### src/rtl/mts_pkg.sv
package mts_pkg;
  localparam int unsigned NUM_STREAMS_DEF = 128;
  localparam int unsigned PIPE_LEN_DEF    = 21;
  localparam int unsigned MAX_OUTST_DEF   = 8;

  typedef struct packed {
    logic act;
    logic deact;
    logic blk_set;
    logic blk_clr;
  } stream_ctl_t;
endpackage

### src/rtl/mts_stream_ctx.sv
module mts_stream_ctx #(
  parameter  int unsigned PIPE_LEN  = 21,
  parameter  int unsigned MAX_OUTST = 8,
  localparam int unsigned SW        = $clog2(PIPE_LEN),
  localparam int unsigned OW        = $clog2(MAX_OUTST + 1)
) (
  input  logic                clk_i,
  input  logic                rst_ni,
  input  mts_pkg::stream_ctl_t ctl_i,
  input  logic                grant_i,
  input  logic                mem_inc_i,
  input  logic                mem_dec_i,
  output logic                elig_o,
  output logic                active_o,
  output logic                blocked_o,
  output logic [OW-1:0]       outst_o
);
  localparam logic [SW-1:0] READY = SW'(PIPE_LEN - 1);
  localparam logic [OW-1:0] LIMIT = OW'(MAX_OUTST);

  logic          act_q, blk_q;
  logic [SW-1:0] since_q;
  logic [OW-1:0] outst_q;

  always_ff @(posedge clk_i or negedge rst_ni) begin
    if (!rst_ni) begin
      act_q <= 1'b0;
      blk_q <= 1'b0;
    end else begin
      if (ctl_i.deact)    act_q <= 1'b0;
      else if (ctl_i.act) act_q <= 1'b1;
      if (ctl_i.blk_set)      blk_q <= 1'b1;
      else if (ctl_i.blk_clr) blk_q <= 1'b0;
    end
  end

  // cycles since last grant, saturating at READY
  always_ff @(posedge clk_i or negedge rst_ni) begin
    if (!rst_ni)                since_q <= READY;
    else if (grant_i)           since_q <= '0;
    else if (since_q != READY)  since_q <= since_q + 1'b1;
  end

  always_ff @(posedge clk_i or negedge rst_ni) begin
    if (!rst_ni) outst_q <= '0;
    else begin
      unique case ({mem_inc_i, mem_dec_i})
        2'b10:   outst_q <= outst_q + 1'b1;
        2'b01:   if (outst_q != '0) outst_q <= outst_q - 1'b1;
        default: outst_q <= outst_q;
      endcase
    end
  end

  assign elig_o    = act_q && !blk_q && (since_q == READY) && (outst_q < LIMIT);
  assign active_o  = act_q;
  assign blocked_o = blk_q;
  assign outst_o   = outst_q;
endmodule

### src/rtl/mts_rr_arb.sv
module mts_rr_arb #(
  parameter  int unsigned N  = 128,
  localparam int unsigned IW = $clog2(N)
) (
  input  logic          clk_i,
  input  logic          rst_ni,
  input  logic [N-1:0]  req_i,
  output logic          valid_o,
  output logic [IW-1:0] id_o,
  output logic [IW-1:0] ptr_o
);
  logic [IW-1:0] ptr_q;
  logic [N-1:0]  upper, pick_from;

  always_comb begin
    upper     = req_i & ({N{1'b1}} << ptr_q);
    pick_from = (|upper) ? upper : req_i;
    id_o      = '0;
    for (int i = N - 1; i >= 0; i--) begin
      if (pick_from[i]) id_o = IW'(i);
    end
  end

  assign valid_o = |req_i;
  assign ptr_o   = ptr_q;

  always_ff @(posedge clk_i or negedge rst_ni) begin
    if (!rst_ni)      ptr_q <= '0;
    else if (valid_o) ptr_q <= (id_o == IW'(N - 1)) ? '0 : id_o + 1'b1;
  end
endmodule

### src/rtl/mt_stream_sched.sv
module mt_stream_sched #(
  parameter  int unsigned NUM_STREAMS = mts_pkg::NUM_STREAMS_DEF,
  parameter  int unsigned PIPE_LEN    = mts_pkg::PIPE_LEN_DEF,
  parameter  int unsigned MAX_OUTST   = mts_pkg::MAX_OUTST_DEF,
  localparam int unsigned IW          = $clog2(NUM_STREAMS),
  localparam int unsigned OW          = $clog2(MAX_OUTST + 1)
) (
  input  logic                   clk_i,
  input  logic                   rst_ni,
  input  logic [NUM_STREAMS-1:0] act_i,
  input  logic [NUM_STREAMS-1:0] deact_i,
  input  logic [NUM_STREAMS-1:0] blk_set_i,
  input  logic [NUM_STREAMS-1:0] blk_clr_i,
  input  logic                   mem_req_i,
  input  logic                   cmp_valid_i,
  input  logic [IW-1:0]          cmp_id_i,
  output logic                   issue_valid_o,
  output logic [IW-1:0]          issue_id_o
);
  logic [NUM_STREAMS-1:0]         elig, active, blocked;
  logic [NUM_STREAMS-1:0][OW-1:0] outst;
  logic [IW-1:0]                  rr_ptr;

  for (genvar g = 0; g < NUM_STREAMS; g++) begin : g_ctx
    mts_pkg::stream_ctl_t ctl;
    logic grant;
    assign ctl.act     = act_i[g];
    assign ctl.deact   = deact_i[g];
    assign ctl.blk_set = blk_set_i[g];
    assign ctl.blk_clr = blk_clr_i[g];
    assign grant       = issue_valid_o && (issue_id_o == IW'(g));

    mts_stream_ctx #(
      .PIPE_LEN (PIPE_LEN),
      .MAX_OUTST(MAX_OUTST)
    ) u_ctx (
      .clk_i    (clk_i),
      .rst_ni   (rst_ni),
      .ctl_i    (ctl),
      .grant_i  (grant),
      .mem_inc_i(grant && mem_req_i),
      .mem_dec_i(cmp_valid_i && (cmp_id_i == IW'(g))),
      .elig_o   (elig[g]),
      .active_o (active[g]),
      .blocked_o(blocked[g]),
      .outst_o  (outst[g])
    );
  end

  mts_rr_arb #(.N(NUM_STREAMS)) u_arb (
    .clk_i  (clk_i),
    .rst_ni (rst_ni),
    .req_i  (elig),
    .valid_o(issue_valid_o),
    .id_o   (issue_id_o),
    .ptr_o  (rr_ptr)
  );
endmodule

### config.mk
export PLATFORM = sky130hd
export DESIGN_NAME = mt_stream_sched
export DESIGN_NICKNAME = d
export VERILOG_FILES = /design/src/rtl/mts_pkg.sv /design/src/rtl/mts_stream_ctx.sv /design/src/rtl/mts_rr_arb.sv /design/src/rtl/mt_stream_sched.sv
export SDC_FILE = /design/constraint.sdc
export NUM_CORES = 2
export LEC_CHECK = 0
export ABC_AREA = 1
export BUFFER_PORTS_ARGS = -buffer_cell sky130_fd_sc_hd__buf_2
export CAP_MARGIN = 20
export CORE_MARGIN = 10
export CORE_UTILIZATION = 60
export DETAILED_ROUTE_END_ITERATION = 16
export PLACE_DENSITY = 0.88
export SLEW_MARGIN = 20
export SYNTH_ARGS = -nofsm -noshare
export SYNTH_HDL_FRONTEND = slang
export SYNTH_SLANG_ARGS = --single-unit
### constraint.sdc
create_clock -name clk_i -period 19.15 [get_ports clk_i]
set_input_delay 1.915 -clock clk_i [delete_from_list [all_inputs] [get_ports clk_i]]
set_output_delay 1.915 -clock clk_i [all_outputs]
set_load 0.05 [all_outputs]
After elaboration in Yosys (flattened, before gate mapping)
Cells that the tools add are included.
{ "classes": {"n_reduce_logical": 1668, "n_eq_ne": 894, "bitwise_logic": 1, "shifts": 1, "add_sub_neg": 385, "n_mux": 1154, "magnitude_cmp": 128} }
{ "op_table": {"columns": ["operator", "n"], "rows": [
  ["5-bit two-way mux", 256],
  ["4-bit one-hot mux with 2 select lines", 128],
  ["2-bit nonzero test", 512],
  ["7-bit two-way mux", 129],
  ["7-bit == test (second input constant)", 128],
  ["1-bit logical AND", 768],
  ["5-bit by 1-bit adder with 5-bit output (second input constant)", 128],
  ["5-bit == test (second input constant)", 128],
  ["5-bit != test (second input constant)", 128],
  ["4-bit by 1-bit adder with 4-bit output (second input constant)", 128],
  ["4-bit < comparator (second input constant)", 128],
  ["1-bit two-way mux", 512],
  ["4-bit two-way mux", 128],
  ["4-bit nonzero test", 128],
  ["4-bit by 1-bit subtractor with 4-bit output (second input constant)", 128],
  ["7-bit by 6-bit == test with 1-bit output (second input constant)", 64],
  ["2-bit by 1-bit == test with 1-bit output (second input constant)", 128],
  ["2-bit == test (second input constant)", 128],
  ["2-bit by 1-bit != test with 1-bit output (second input constant)", 128],
  ["2-bit AND reduction", 128],
  ["128-bit OR reduction", 2],
  ["7-bit by 5-bit == test with 1-bit output (second input constant)", 32],
  ["128-bit AND", 1],
  ["1-bit zero test", 128],
  ["8 further kinds", 35]
]} }
{ "word_totals": {"out_inout_bits": 8, "in_bits": 523, "wordCells": 4744, "register_bits": 1415} }

Depth between registers and ports, before layout
{ "logic_depth": {"ltp_word": 141, "mapped_depth": 160, "ltp_nobuf": 160} }

Hierarchy
Synthesis repeated with hierarchy kept, for this count alone.
{ "hier_totals": {"cells_unflattened": 11768, "hier_area_um2": 93302.0} }
{ "modules_own_cells": {"columns": ["mod", "cells_each", "n_inst", "area_per_inst_um2"], "rows": [
  ["mts_stream_ctx at g_ctx[0].u_ctx ...", 77, 119, 665.6],
  ["mts_rr_arb", 1289, 1, 5566.6],
  ["mts_stream_ctx at g_ctx[93].u_ctx ...", 80, 7, 645.6],
  ["mt_stream_sched", 600, 1, 2710.1],
  ["mts_stream_ctx at g_ctx[98].u_ctx", 79, 1, 648.1],
  ["mts_stream_ctx at g_ctx[92].u_ctx", 77, 1, 646.9]
]} }

Worst setup path after synthesis
OpenSTA, ideal clock, no wires.
{ "synth_timing": {"kind": "register to register", "startpoint": "reg g_ctx[20].u_ctx.since_q[0]", "endpoint": "reg g_ctx[91].u_ctx.outst_q[2]", "slack_ns": 9.478, "arrival_time_ns": 9.548, "n_path_buf": 0, "path_stages_with_launch": 157, "setup_time_ns": 0.123, "synth_period_minus_slack_ns": 9.672, "cell_sequence": "dfrtp_1 inv_1 ha_1 nand2_1 nor2_1 nand2_1 nor2_1 nand2_1 nand2_1 nor2_1 nand2_1 nor2_1 nand2_1 nor2_2 nand2_4 clkinv_1 o21ai_1 nand2_1 [... 121 more ...] nand2_1 a21oi_2 ha_1 inv_1 nor2_1 clkinv_1 nor2_1 inv_1 nor2_1 nor3_1 inv_1 nand2_1 nand2_1 inv_1 ha_1 xor2_1 nand3_1 xor2_1"} }
{ "synth_between": {"elab_chain_len": 140, "word_cells_on_any_way": 144} }
{ "synth_rtl": {"columns": ["element", "line", "rtl"], "rows": [
  ["start: declaration", "mts_stream_ctx.sv:22", "logic [SW-1:0] since_q;"],
  ["start signal: assignment", "mts_stream_ctx.sv:41", "else if (since_q != READY) since_q <= since_q + 1'b1;"],
  ["5-bit == test (*)", "mts_stream_ctx.sv:55", "assign elig_o = act_q && !blk_q && (since_q == READY) && (outst_q < LIMIT);"],
  ["1-bit logical AND (*) (2 in a row)", "mts_stream_ctx.sv:55", null],
  ["128-bit AND", "mts_rr_arb.sv:16", "upper = req_i & ({N{1'b1}} << ptr_q);"],
  ["128-bit OR reduction", "mts_rr_arb.sv:17", "pick_from = (|upper) ? upper : req_i;"],
  ["128-bit two-way mux (*)", "mts_rr_arb.sv:17", null],
  ["7-bit two-way mux (127 in a row)", "mts_rr_arb.sv:20", "if (pick_from[i]) id_o = IW'(i);"],
  ["7-bit two-way mux (*)", "mts_rr_arb.sv:20", null],
  ["via issue_id_o[0]", "mt_stream_sched.sv:18", "output logic [IW-1:0] issue_id_o"],
  ["7-bit == test (*)", "mt_stream_sched.sv:31", "assign grant = issue_valid_o && (issue_id_o == IW'(g));"],
  ["1-bit logical AND (*)", "mt_stream_sched.sv:31", null],
  ["1-bit logical AND (*)", "mt_stream_sched.sv:41", ".mem_inc_i(grant && mem_req_i),"],
  ["2-bit by 1-bit == test with 1-bit output or 2-bit == test (tied branches)", "mts_stream_ctx.sv:47", "unique case ({mem_inc_i, mem_dec_i})"],
  ["2-bit by 1-bit != test with 1-bit output (no source line) or 2-bit nonzero test (tied branches)", null, null],
  ["2-bit AND reduction (no source line)", null, null],
  ["end signal: assignment", "mts_stream_ctx.sv:48", "2'b10: outst_q <= outst_q + 1'b1;"],
  ["end signal: assignment", "mts_stream_ctx.sv:49", "2'b01: if (outst_q != '0) outst_q <= outst_q - 1'b1;"],
  ["end signal: assignment", "mts_stream_ctx.sv:50", "default: outst_q <= outst_q;"],
  ["end: declaration", "mts_stream_ctx.sv:23", "logic [OW-1:0] outst_q;"]
]} }
Mark *: on every way through the listed nets, which the timed path passes. The rest lies on a longest branch.
A chain may end at the register's enable or synchronous reset.

Final worst setup path
{ "layout_timing": {"startpoint": "reg g_ctx[21].u_ctx.since_q[0]", "endpoint": "reg g_ctx[124].u_ctx.outst_q[2]"} }
{ "layout_between": {"elab_chain_len": 140, "word_cells_on_any_way": 144} }
{ "layout_rtl": {"columns": ["element", "line"], "rows": [
  ["start: declaration", "mts_stream_ctx.sv:22"],
  ["start signal: assignment", "mts_stream_ctx.sv:41"],
  ["5-bit == test (*)", "mts_stream_ctx.sv:55"],
  ["1-bit logical AND (*) (2 in a row)", "mts_stream_ctx.sv:55"],
  ["128-bit AND", "mts_rr_arb.sv:16"],
  ["128-bit OR reduction", "mts_rr_arb.sv:17"],
  ["128-bit two-way mux", "mts_rr_arb.sv:17"],
  ["7-bit two-way mux (128 in a row)", "mts_rr_arb.sv:20"],
  ["7-bit == test", "mt_stream_sched.sv:31"],
  ["1-bit logical AND (*)", "mt_stream_sched.sv:31"],
  ["1-bit logical AND (*)", "mt_stream_sched.sv:41"],
  ["2-bit by 1-bit == test with 1-bit output or 2-bit == test (tied branches)", "mts_stream_ctx.sv:47"],
  ["2-bit by 1-bit != test with 1-bit output (no source line) or 2-bit nonzero test (tied branches)", null],
  ["2-bit AND reduction (no source line)", null],
  ["end signal: assignment", "mts_stream_ctx.sv:48"],
  ["end signal: assignment", "mts_stream_ctx.sv:49"],
  ["end signal: assignment", "mts_stream_ctx.sv:50"],
  ["end: declaration", "mts_stream_ctx.sv:23"]
]} }
Mark *: on every way between the ends. The rest lies on a longest branch, timed or not.

==> flow_summary_export.csv <==
group,metric,value,unit
status,status,"completed",
yosys,ys.warnings.count,0,
route,dr.pass1.iters,8,
critical_path,arrival,14790,ps
route,wl,253000,um
yosys,synth-seq-cells,1415,
place,place.gp.congestion,1.07,
floorplan,core,0.134,sq mm
clocking,cts_buffer_depth,3,
clocking,clk_latency,830,ps
global_routing,grt_overflow,0,
timing,finalWorstPathRequiredPeriod,14070,ps
critical_path,path_buf_inv,9,
floorplan,dieHeight,387,um
power_and_ir_drop,power_frac_clock,22.3,%
global_routing,grt_antenna_before_repair,13,
final_layout,layout.cells.most_common_list,"2,040 x inv_1, 1,574 x nand2_1, 1,210 x nor2_1",
route,vias_per_cell,5.72,
yosys,synth_compound_area_share,10.5,%
timing,grt_setup_unrepaired,"false",
yosys,postSynthCellCount,10134,
clocking,htreeDepth,4,
yosys,syn-num-nets,11045,
power_and_ir_drop,ir_worst_vdd,0.103,mV
yosys,synth.avg_cell_area,7.98,sq um
yosys,synthMuxAreaShare,0.0696,%
critical_path,slowest_stage,"nor2_1",
floorplan,die_w,387,um
yosys,syn_area,0.0809,sq mm
route,wl_per_cell,19.9,um
floorplan,ios,531,
final_layout,regArea,0.0357,sq mm
place,dp_hpwl,185000,um
route,drc,0,
min_path,min_to,"g_ctx[58].u_ctx.since_q[4]",
timing,slew_headroom,14.0,%
critical_path,critPathRequiredTime,19860,ps
floorplan,initial_utilization,60.5,%
yosys,async_flop_share,100,%
critical_path,r2r_slack,5080,ps
clocking,cts_resized,0,
clocking,clock-sinks,1415,
power_and_ir_drop,switchingPower,5.51,mW
route,drt_iter0_drc,7072,
power_and_ir_drop,seq_power_share,39.6,%
flow_run,cap_violations,0,
yosys,yosysSeqAreaShare,44.2,%
final_layout,drive_gt1_share,10.5,%
clocking,holdBufCountCts,0,
final_layout,layout.cells.non_filler,12699,
critical_path,cpMostUsedCell,"nand2_1",
power_and_ir_drop,internal_power,7.99,mW
critical_path,cp-start-kind,"register",
floorplan,dieArea,0.150,sq mm
timing,worstMarginPinSlew,1280,ps
timing,hold_violations,0,
place,portBuffers,530,
critical_path,path_class,"register to register",
critical_path,timing.rr.start,"g_ctx[21].u_ctx.since_q[0]",
global_routing,first_global_vias,73128,
clocking,cts_buffers,149,
clocking,cts_tree,"yes",
floorplan,rows,134,
final_layout,finalNetCount,11706,
global_routing,grt_use_total,32.9,%
global_routing,grt_pass1_wl,394000,um
critical_path,critPathMaxFanout,48,
critical_path,r2r_cells,156,
route,vias,72621,
timing,fmax,71.1,MHz
timing,period_share,73.5,%
min_path,holdCritStartpoint,"g_ctx[58].u_ctx.since_q[4]",
power_and_ir_drop,swShare,40.8,%
power_and_ir_drop,combinationalPowerShare,38.1,%
min_path,min_path_cells,2,
place,place_inst,12410,
critical_path,end_kind,"register",
yosys,ys_types,51,
timing,final_max_slew_viol_count,0,
global_routing,grt_max_degree,185,
timing,setup_tns,0,ps
yosys,synth_fa_ha_area_share,6.00,%
clocking,post_cts_buffers,0,
final_layout,area_growth,12.6,%
yosys,synth-simple-area-share,20.7,%
critical_path,cpLargestDelayFamily,"simple AND/OR/NAND/NOR gates",
route,ant_nets,0,
clocking,clockRootBuffer,"clkbuf_16",
critical_path,max_stage_delay,910,ps
critical_path,r2r-end,"g_ctx[124].u_ctx.outst_o[2]",
timing,setup_viol,0,
clocking,cts.clk_slew.worst_paths,60,ps
yosys,synth_top_family_by_area,"simple AND/OR/NAND/NOR gates",
yosys,yosys.area_share.xor_xnor,8.49,%
final_layout,layout_commonest_cell,"inv_1",
power_and_ir_drop,p_leak,47.1,nW
min_path,hp-class,"register to register",
final_layout,fillers,9838,
yosys,synth-edff-count,0,
yosys,synth_flop_cell,"dfrtp_1",
power_and_ir_drop,p_per_area,148,mW/mm^2
final_layout,multiInputGateArea,0.0370,sq mm
timing,skew,43.6,ps
==> power groups by stage <==
stage / Combinational [mW] / Sequential, mW / Clock (mW)
after detailed placement: 4.96 / 5.32 / 0
after global placement: 4.60 / 5.25 / 0
final: 5.15 / 5.35 / 3.01
after CTS: 5.07 / 5.31 / 3.02
after global routing: 5.79 / 5.48 / 3.15
after floorplan: 3.71 / 5.09 / 0
==> cell families after synthesis <==
logic type,count (synthesis)
flops,1415
compound gates,1418
mux,5
simple gates,3969
fa+ha+maj,388
xor+xnor,784
buf+inv,2155
==> synthesized netlist by cell type (48+ instances only) <==
| library cell | n | share of area [%] |
|---|---|---|
| a211oi_1 | 90 | 0.84 |
| o31ai_1 | 116 | 1.1 |
| clkbuf_1 | 48 | 0.22 |
| nand4_1 | 147 | 1.1 |
| nor3_1 | 88 | 0.54 |
| o21ai_0 | 673 | 4.2 |
| dfstp_2 | 256 | 8.3 |
| o21bai_1 | 129 | 1.2 |
| inv_1 | 2043 | 9.5 |
| nor2_1 | 1210 | 5.6 |
| xor2_1 | 603 | 6.5 |
| ha_1 | 388 | 6.0 |
| a21oi_1 | 201 | 1.2 |
| dfrtp_1 | 1159 | 36 |
| o211ai_1 | 118 | 1.1 |
| nand2_1 | 1574 | 7.3 |
| xnor2_1 | 181 | 2.0 |
| nor4_1 | 53 | 0.41 |
| nand3_1 | 843 | 5.2 |
==> flip-flops by register name (all words and copies together) (netlist names) <==
name	cells
g_ctx.u_ctx.active_o	128
u_arb.ptr_o	7
g_ctx.u_ctx.since_q	640
g_ctx.u_ctx.blocked_o	128
g_ctx.u_ctx.outst_o	512
==> worst register-to-register path: cells and delay by family (launching register included) <==
family / cells / cell delay, ps
flops: 1 / 400
xor+xnor: 2 / 340
fa+ha+maj: 3 / 560
simple gates: 140 / 9760
compound gates: 2 / 480
buf+inv: 9 / 2440
==> routing by layer <==
| layer | GRT usage, % | wire [um] | part of all wire [%] | up-vias |
|---|---|---|---|---|
| li1 | - | - | - | 33483 |
| met1 | 39.3 | 94900 | 37 | 34872 |
| met2 | 52.4 | 115000 | 45 | 3298 |
| met3 | 8.08 | 23500 | 9.3 | 956 |
| met4 | 22.5 | 20000 | 7.9 | 12 |
| met5 | 0 | 241 | 0.095 | - |
==> area by class of cell <==
| type | count | area share (%) |
|---|---|---|
| Inverter | 2082 | 8.58 |
| Antenna cell | 8 | 0.0220 |
| Timing Repair Buffer | 583 | 3.47 |
| Clock buffer | 238 | 4.92 |
| Clock inverter | 41 | 0.683 |
| Tap cell | 1768 | 2.43 |
| Multi-Input combinational cell | 6564 | 40.7 |
| Sequential cell | 1415 | 39.2 |
==> how the worst max path moves through the flow <==
stage          depth (start not counted)  slack (ps)                     endpoint                       start
6_report                             156        5080  g_ctx[124].u_ctx.outst_o[2]  g_ctx[21].u_ctx.since_q[0]
5_1_grt                              156        3610  g_ctx[124].u_ctx.outst_o[2]  g_ctx[21].u_ctx.since_q[0]
4_1_cts                              156        5550  g_ctx[124].u_ctx.outst_o[2]  g_ctx[21].u_ctx.since_q[0]
3_5_place_dp                         156        5680  g_ctx[124].u_ctx.outst_o[2]  g_ctx[21].u_ctx.since_q[0]
3_3_place_gp                         157        6010   g_ctx[88].u_ctx.outst_o[2]              u_arb.ptr_o[6]
2_1_floorplan                        156        9480   g_ctx[91].u_ctx.outst_o[2]  g_ctx[20].u_ctx.since_q[0]
==> metrics by stage <==
stage	util [%]	setup WS (ps)	hold WS (ps)	instance area [sq um]	total power, mW
finish	68.2	5080	476	91100	13.5
floorplan	-	9480	452	80900	8.79
CTS	68.1	5550	477	91000	13.4
global route	68.2	3610	495	91100	14.4
global placement	64.3	6010	464	85900	9.85
detailed placement	64.3	5680	467	85900	10.3
Power figures use the tool's default switching activity.
